[src/rtl/rac_pkg.sv]
`timescale 1ns/1ps
package rac_pkg;
    parameter int DATA_W  = 16;
    parameter int IDX_W   = 15;
    parameter int WORD_W  = 32;
    parameter int SEL_W   = 2;

    localparam int BADDR_W   = IDX_W + 1;
    localparam int WFLAG_BIT = WORD_W - 1;
    localparam int ST_W      = 3;
    localparam int ST_LSB    = DATA_W;
    localparam int SYNC_BIT  = 20;
    localparam int INIT_BIT  = 21;
    localparam int ERR_BIT   = 22;

    localparam logic [SEL_W-1:0] OFS_CMD  = SEL_W'(0);
    localparam logic [SEL_W-1:0] OFS_STAT = SEL_W'(1);
    localparam logic [SEL_W-1:0] OFS_VCLR = SEL_W'(2);
    localparam logic [SEL_W-1:0] OFS_CTRL = SEL_W'(3);

    typedef enum logic [ST_W-1:0] {
        ST_IDLE  = 3'd0,
        ST_REQ   = 3'd2,
        ST_WDATA = 3'd4,
        ST_WVCLR = 3'd6
    } xfer_st_e;

    typedef struct packed {
        logic              wr;
        logic [IDX_W-1:0]  idx;
        logic [DATA_W-1:0] wdata;
    } cmd_t;
endpackage

[src/rtl/rac_host_regs.sv]
`timescale 1ns/1ps
module rac_host_regs
    import rac_pkg::*;
(
    input  logic              clk,
    input  logic              rst_n,
    input  logic              wr_en,
    input  logic [SEL_W-1:0]  wr_sel,
    input  logic [WORD_W-1:0] wr_data,
    input  logic              reject,
    output logic              cmd_push,
    output cmd_t              cmd,
    output logic              vclr_push,
    output logic              init_done,
    output logic              err
);
    typedef struct packed {
        logic init;
        logic err;
    } regs_t;

    regs_t r_q, r_d;
    logic  ctrl_wr;

    always_comb begin
        cmd_push  = wr_en && (wr_sel == OFS_CMD);
        vclr_push = wr_en && (wr_sel == OFS_VCLR) && wr_data[0];
        ctrl_wr   = wr_en && (wr_sel == OFS_CTRL);
        cmd.wr    = wr_data[WFLAG_BIT];
        cmd.idx   = wr_data[WFLAG_BIT-1 -: IDX_W];
        cmd.wdata = wr_data[DATA_W-1:0];

        r_d = r_q;
        if (ctrl_wr) begin
            r_d.init = wr_data[0];
            if (wr_data[1]) r_d.err = 1'b0;
        end
        if (reject) r_d.err = 1'b1;
    end

    always_ff @(posedge clk) begin
        if (!rst_n) r_q <= '0;
        else        r_q <= r_d;
    end

    assign init_done = r_q.init;
    assign err       = r_q.err;

    // a dropped command raises the error flag in the next cycle
    a_r7_err_set: assert property (@(posedge clk) disable iff (!rst_n)
        reject |=> err);

    // the flag only falls through a control write with bit 1 set
    a_r7_err_hold: assert property (@(posedge clk) disable iff (!rst_n)
        (err && !(ctrl_wr && wr_data[1])) |=> err);

    // init-done follows bit 0 of a control write
    a_r9_init_follow: assert property (@(posedge clk) disable iff (!rst_n)
        ctrl_wr |=> (init_done == $past(wr_data[0])));
endmodule

[src/rtl/rac_xfer_fsm.sv]
`timescale 1ns/1ps
module rac_xfer_fsm
    import rac_pkg::*;
(
    input  logic               clk,
    input  logic               rst_n,
    input  logic               chan_en,
    input  logic               cmd_push,
    input  cmd_t               cmd,
    input  logic               vclr_push,
    input  logic               be_gnt,
    input  logic               be_done,
    input  logic [DATA_W-1:0]  be_rdata,
    output xfer_st_e           st,
    output logic [DATA_W-1:0]  rdata,
    output logic               reject,
    output logic               be_req,
    output logic               be_write,
    output logic [BADDR_W-1:0] be_addr,
    output logic [DATA_W-1:0]  be_wdata
);
    typedef struct packed {
        xfer_st_e          st;
        cmd_t              cur;
        logic [DATA_W-1:0] rdata;
    } fsm_t;

    fsm_t s_q, s_d;

    always_comb begin
        s_d = s_q;
        unique case (s_q.st)
            ST_IDLE: begin
                if (cmd_push && chan_en) begin
                    s_d.st  = ST_REQ;
                    s_d.cur = cmd;
                end
            end
            ST_REQ: begin
                if (be_gnt) s_d.st = ST_WDATA;
            end
            ST_WDATA: begin
                if (be_done) begin
                    if (s_q.cur.wr) begin
                        s_d.st = ST_IDLE;
                    end else begin
                        s_d.st    = ST_WVCLR;
                        s_d.rdata = be_rdata;
                    end
                end
            end
            ST_WVCLR: begin
                if (vclr_push) s_d.st = ST_IDLE;
            end
            default: s_d.st = ST_IDLE;
        endcase
    end

    always_ff @(posedge clk) begin
        if (!rst_n) s_q <= '{st: ST_IDLE, cur: '0, rdata: '0};
        else        s_q <= s_d;
    end

    assign st       = s_q.st;
    assign rdata    = s_q.rdata;
    assign reject   = cmd_push && (s_q.st != ST_IDLE);
    assign be_req   = (s_q.st == ST_REQ);
    assign be_write = s_q.cur.wr;
    assign be_addr  = {s_q.cur.idx, 1'b0};
    assign be_wdata = s_q.cur.wdata;

    // an ungranted request stays up
    a_r4_req_hold: assert property (@(posedge clk) disable iff (!rst_n)
        (be_req && !be_gnt) |=> be_req);

    // a grant moves the channel to wait-for-data
    a_r4_gnt_to_wait: assert property (@(posedge clk) disable iff (!rst_n)
        (be_req && be_gnt) |=> (st == ST_WDATA));

    // transfer fields do not move while a transfer is open
    a_r1_fields_stable: assert property (@(posedge clk) disable iff (!rst_n)
        (st != ST_IDLE) |=> ($stable(be_addr) && $stable(be_wdata) && $stable(be_write)));

    // a finished write never parks
    a_r5_write_no_park: assert property (@(posedge clk) disable iff (!rst_n)
        (st == ST_WDATA && be_done && be_write) |=> (st == ST_IDLE));

    // parked until a valid-clear with bit 0 set
    a_r6_park: assert property (@(posedge clk) disable iff (!rst_n)
        (st == ST_WVCLR && !vclr_push) |=> (st == ST_WVCLR));

    // returned data is held while parked and when leaving
    a_r6_rdata_stable: assert property (@(posedge clk) disable iff (!rst_n)
        (st == ST_WVCLR) |=> $stable(rdata));

    // with the channel disabled, idle stays idle
    a_r8_disabled_idle: assert property (@(posedge clk) disable iff (!rst_n)
        (st == ST_IDLE && !chan_en) |=> (st == ST_IDLE));
endmodule

[src/rtl/rac_readback.sv]
`timescale 1ns/1ps
module rac_readback
    import rac_pkg::*;
(
    input  logic [SEL_W-1:0]  rd_sel,
    input  xfer_st_e          st,
    input  logic [DATA_W-1:0] rdata,
    input  logic              be_idle,
    input  logic              init_done,
    input  logic              err,
    output logic [WORD_W-1:0] rd_data
);
    logic [WORD_W-1:0] stat_word;
    logic [WORD_W-1:0] ctrl_word;

    always_comb begin
        stat_word                  = '0;
        stat_word[DATA_W-1:0]      = rdata;
        stat_word[ST_LSB +: ST_W]  = st;
        stat_word[SYNC_BIT]        = be_idle;
        stat_word[INIT_BIT]        = init_done;
        stat_word[ERR_BIT]         = err;

        ctrl_word    = '0;
        ctrl_word[0] = init_done;
        ctrl_word[1] = err;

        unique case (rd_sel)
            OFS_STAT: rd_data = stat_word;
            OFS_CTRL: rd_data = ctrl_word;
            default:  rd_data = '0;
        endcase
    end

    // state field always carries a legal code
    always_comb begin
        a_r2_state_code: assert (stat_word[ST_LSB] == 1'b0);
    end
endmodule

[src/rtl/reg_access_chan.sv]
`timescale 1ns/1ps
module reg_access_chan
    import rac_pkg::*;
(
    input  logic               clk,
    input  logic               rst_n,
    input  logic               chan_en,
    input  logic               host_wr_en,
    input  logic [SEL_W-1:0]   host_wr_sel,
    input  logic [WORD_W-1:0]  host_wr_data,
    input  logic [SEL_W-1:0]   host_rd_sel,
    output logic [WORD_W-1:0]  host_rd_data,
    output logic               be_req,
    output logic               be_write,
    output logic [BADDR_W-1:0] be_addr,
    output logic [DATA_W-1:0]  be_wdata,
    input  logic               be_gnt,
    input  logic               be_done,
    input  logic [DATA_W-1:0]  be_rdata,
    input  logic               be_idle
);
    logic              cmd_push;
    cmd_t              cmd;
    logic              vclr_push;
    logic              init_done;
    logic              err;
    logic              reject;
    xfer_st_e          st;
    logic [DATA_W-1:0] rdata;

    rac_host_regs u_regs (
        .clk       (clk),
        .rst_n     (rst_n),
        .wr_en     (host_wr_en),
        .wr_sel    (host_wr_sel),
        .wr_data   (host_wr_data),
        .reject    (reject),
        .cmd_push  (cmd_push),
        .cmd       (cmd),
        .vclr_push (vclr_push),
        .init_done (init_done),
        .err       (err)
    );

    rac_xfer_fsm u_fsm (
        .clk       (clk),
        .rst_n     (rst_n),
        .chan_en   (chan_en),
        .cmd_push  (cmd_push),
        .cmd       (cmd),
        .vclr_push (vclr_push),
        .be_gnt    (be_gnt),
        .be_done   (be_done),
        .be_rdata  (be_rdata),
        .st        (st),
        .rdata     (rdata),
        .reject    (reject),
        .be_req    (be_req),
        .be_write  (be_write),
        .be_addr   (be_addr),
        .be_wdata  (be_wdata)
    );

    rac_readback u_rb (
        .rd_sel    (host_rd_sel),
        .st        (st),
        .rdata     (rdata),
        .be_idle   (be_idle),
        .init_done (init_done),
        .err       (err),
        .rd_data   (host_rd_data)
    );

    // idle right after reset
    a_r3_reset_idle: assert property (@(posedge clk)
        $rose(rst_n) |-> (st == ST_IDLE));
endmodule

[config.mk]
export PLATFORM = sky130hd
export DESIGN_NAME = reg_access_chan
export DESIGN_NICKNAME = d
export VERILOG_FILES = /design/src/rtl/rac_pkg.sv /design/src/rtl/rac_host_regs.sv /design/src/rtl/rac_xfer_fsm.sv /design/src/rtl/rac_readback.sv /design/src/rtl/reg_access_chan.sv
export SDC_FILE = /design/constraint.sdc
export NUM_CORES = 1
export LEC_CHECK = 0
export BUFFER_PORTS_ARGS = -buffer_cell sky130_fd_sc_hd__buf_4
export CAP_MARGIN = 20
export CORE_MARGIN = 1.5
export CORE_UTILIZATION = 40
export DETAILED_ROUTE_END_ITERATION = 8
export PLACE_DENSITY = 0.75
export SKIP_LAST_GASP = 1
export SYNTH_ARGS = -nofsm -noshare
export SYNTH_HDL_FRONTEND = slang
export SYNTH_SLANG_ARGS = --single-unit
[constraint.sdc]
create_clock -name clk -period 1.2 [get_ports clk]
set_clock_uncertainty 0.15 [all_clocks]
set_input_delay 0.06 -clock clk [delete_from_list [all_inputs] [get_ports clk]]
set_output_delay 0.06 -clock clk [all_outputs]
set_load 0.03 [all_outputs]
==> metrics.md <==
| Metric | Value |
|---|---|
| CP endpoint | `u_fsm.rdata[11]` |
| NumNets Final | `510` |
| Antenna Cells | `0` |
| Hold_buf cts | `between 50 and 60` |
| Yosys reg bits | `52` |
| Final Cycle Share | `1.12` |
| Sequential power share | `0.502` |
| Hold/Removal Path Class | `in -> reg` |
| IO buf count | `112` |
| Avg Inst Size Synth | `around 8.6 µm²` |
| Max-Cap Viols | `0` |
| Yosys Warn Count | `0` |
| Worst Path Required | `approximately 1.3 ns` |
| Sequential share of the synthesized area | `0.440` |
| Pleak | `approximately 1.8 nW` |
| Status | `complete, but fails checks` |
| RSZ-0062 raised after global routing | `true` |
| Starting Density | `0.422` |
| Final hold vios | `2` |
| GR Overflow Total | `0` |
| Peak Freq | `about 750 MHz` |
| Number of global-route vias before repair | `about 2500` |
| Final Max Slew Viols | `0` |
| Mapped Cells | `276` |
| CP startpoint kind | `flop` |
| Die ar. | `6390 µm²` |
| Global Route Usage Sum | `0.217` |
| Filler cells | `413` |
| Core Box Area | `5610 µm²` |
| Path depth of the worst reg2reg path | `4` |
| Number of flops mapped to enable cells by yosys | `0` |
| Worst-path clk slew | `~0.08 ns` |
| Initial drt markers | `84` |
| Gpl congestion | `around 0.85` |
| Row Count | `27` |
| Final worst setup slack | `-0.142 ns` |
| Routed len/inst | `13.8 µm` |
| CP endpoint kind | `flop` |
| CTS tree | `yes` |
| Post-Syn Area | `roughly 2400 µm²` |
| FF-to-FF setup slack | `-0.14 ns` |
| Power Dens Cells | `around 860 nW/µm²` |
| Logic pwr share | `0.212` |
| Sw Share | `0.259` |
| VDD IR max | `0.566 mV` |
| Antenna Violating Nets Remaining | `0` |
| Core Util, Final | `0.737` |
| Worst Setup SP | `u_fsm.st[1]` |
| Post-synthesis async set-or-reset flop share | `0` |
| Drt drc | `0` |
| Die Y | `roughly 80 µm` |
| Clock Power Share | `0.285` |
| Largest net degree at the start of global routing | `63` |
| R2r startpoint | `u_fsm.st[1]` |
| Max clock buf depth | `2` |
| Top FF cell, synth | `dfxtp_1` |
| Final worst path period need | `around 1.3 ns` |
| Psw | `just over 0.9 mW` |
| Via/cell ratio | `4.68` |
| Final setup fails | `between 50 and 60` |
| Total number of vias | `~2500` |
| Most common cell after layout, fill and taps aside | `buf_4` |
| Synth cell types | `28` |
| Clock Latency Late Sink | `around 0.30 ns` |
| Total clock buffers created by CTS | `5` |
| Post-DP HPWL | `about 4.1 mm` |
| DR pass1 iterations | `5` |
| Worst reg2reg endpoint | `u_fsm.rdata[11]` |
| Antenna violations before repair | `0` |
| Most frequent cells in the layout | `119 x buf_4, 97 x nand2_1, 51 x dlygate4sd3_1, 47 x dfxtp_1, 35 x mux2i_1` |
| H-tree lvl count | `2` |
| WP data arrival | `between 1 and 1.5 ns` |
| WL final | `7.24 mm` |
| Internal power | `about 2.6 mW` |
| Min Hold Slack | `-0.0463 ns` |
| Share of cells above drive strength 1 | `0.358` |
| Num ports | `roughly 130` |
| CTS sink cnt | `52` |
| Global-route wire length before repair | `10.9 mm` |
| Area delta synth->final | `74.4%` |
| DIE WIDTH | `80.0 µm` |
| Clock root buffer | `clkbuf_8` |
| Failing checks | `negative hold slack, negative setup slack` |
| CP Class | `reg -> reg` |
| Total Power | `3.57 mW` |
| CP max FO | `8` |
cells in the mapped netlist (2+ instances only):
cell type	n	area, µm²
nor2b_1	5	31.3
nand3_1	3	15.0
buf_4	14	105
a221oi_1	2	17.5
buf_2	3	15.0
mux2i_1	35	350
and2_1	19	119
nand2_1	97	364
inv_1	2	7.51
clkbuf_1	7	26.3
nor2_1	2	7.51
buf_6	5	56.3
dfxtp_1	52	1040
a21oi_1	15	75.1
nand3b_1	2	15.0
final cells by class:
class / instances / area [µm²] / area share
Multi-Input combinational cell: 202 / 1220 / 0.295
Timing Repair Buffer: 187 / 1670 / 0.404
Inverter: 3 / 11.3 / 0.00273
Clock buffer: 8 / 90.1 / 0.0218
Sequential cell: 52 / 1050 / 0.255
Tap cell: 72 / 90.1 / 0.0218
layer usage:
| layer | global-route usage | routed length, µm |
|---|---|---|
| met1 | 0.237 | 2850 |
| met2 | 0.409 | 3780 |
| met3 | 0.0469 | 502 |
| met4 | 0.0707 | 105 |
| met5 | 0 | 0 |
cells by family (layout without fill, tap and decap cells):
kind of cell,after synthesis,count (layout),share of synthesized area
simple gates,134,134,0.267
mux,35,35,0.148
other cells,1,12,0.00158
flops,52,52,0.440
buf+inv,33,198,0.0924
compound gates,21,21,0.0512
per-stage QoR:
step           hold slack [ns]  std cells  TNS, ns  instance area (µm²)  setup WS (ns)
2_1_floorplan           0.0218        287    -4.54                 2410         -0.123
3_3_place_gp             0.157        455    -3.20                 3280        -0.0767
3_5_place_dp             0.170        455    -4.97                 3280         -0.165
4_1_cts                -0.0546        517    -4.08                 3940         -0.123
5_1_grt                -0.0449        524    -8.06                 4130         -0.219
6_report               -0.0463        524    -4.87                 4130         -0.142
repair_timing:
item	4_1_cts	5_1_grt
hold endpoints to repair	52	2
resized for setup	12	27
pin swaps	0	3
buffers inserted	3	3
endpoints found under the setup margin	57	57
gates cloned	0	4
state kept, by name, summed over array words and instances, names as in the netlist:
signal,count
u_fsm.st,2
u_regs.err,1
u_regs.init_done,1
u_fsm.be_write,1
u_fsm.be_addr,15
u_fsm.be_wdata,16
u_fsm.rdata,16
critical path, stage by stage, from the launching register on:
cell and delay (ns):
dfxtp_4 0.38, nor4bb_4 0.38, buf_6 0.19, nand2_1 0.07, a21oi_2 0.11
worst min path at each step:
stage / start / end / slack, ns / cells past startpoint
final: chan_en / u_fsm.st[1] / -0.05 / 3
after floorplan: host_wr_sel[1] / u_regs.err / 0.02 / 1
after global placement: be_rdata[0] / u_fsm.rdata[0] / 0.16 / 3
after global routing: chan_en / u_fsm.st[1] / -0.04 / 3
after CTS: chan_en / u_fsm.st[1] / -0.05 / 3
after detailed placement: be_rdata[8] / u_fsm.rdata[8] / 0.17 / 3
power groups by stage:
| stage | clock network [mW] | registers (mW) | logic [mW] |
|---|---|---|---|
| 5_1_grt | 1.11 | 1.80 | 0.807 |
| 3_5_place_dp | 0 | 1.83 | 0.544 |
| 3_3_place_gp | 0 | 1.83 | 0.537 |
| 6_report | 1.02 | 1.79 | 0.758 |
| 4_1_cts | 1.04 | 1.79 | 0.690 |
| 2_1_floorplan | 0 | 1.87 | 0.277 |
Power figures use the tool's default switching activity.
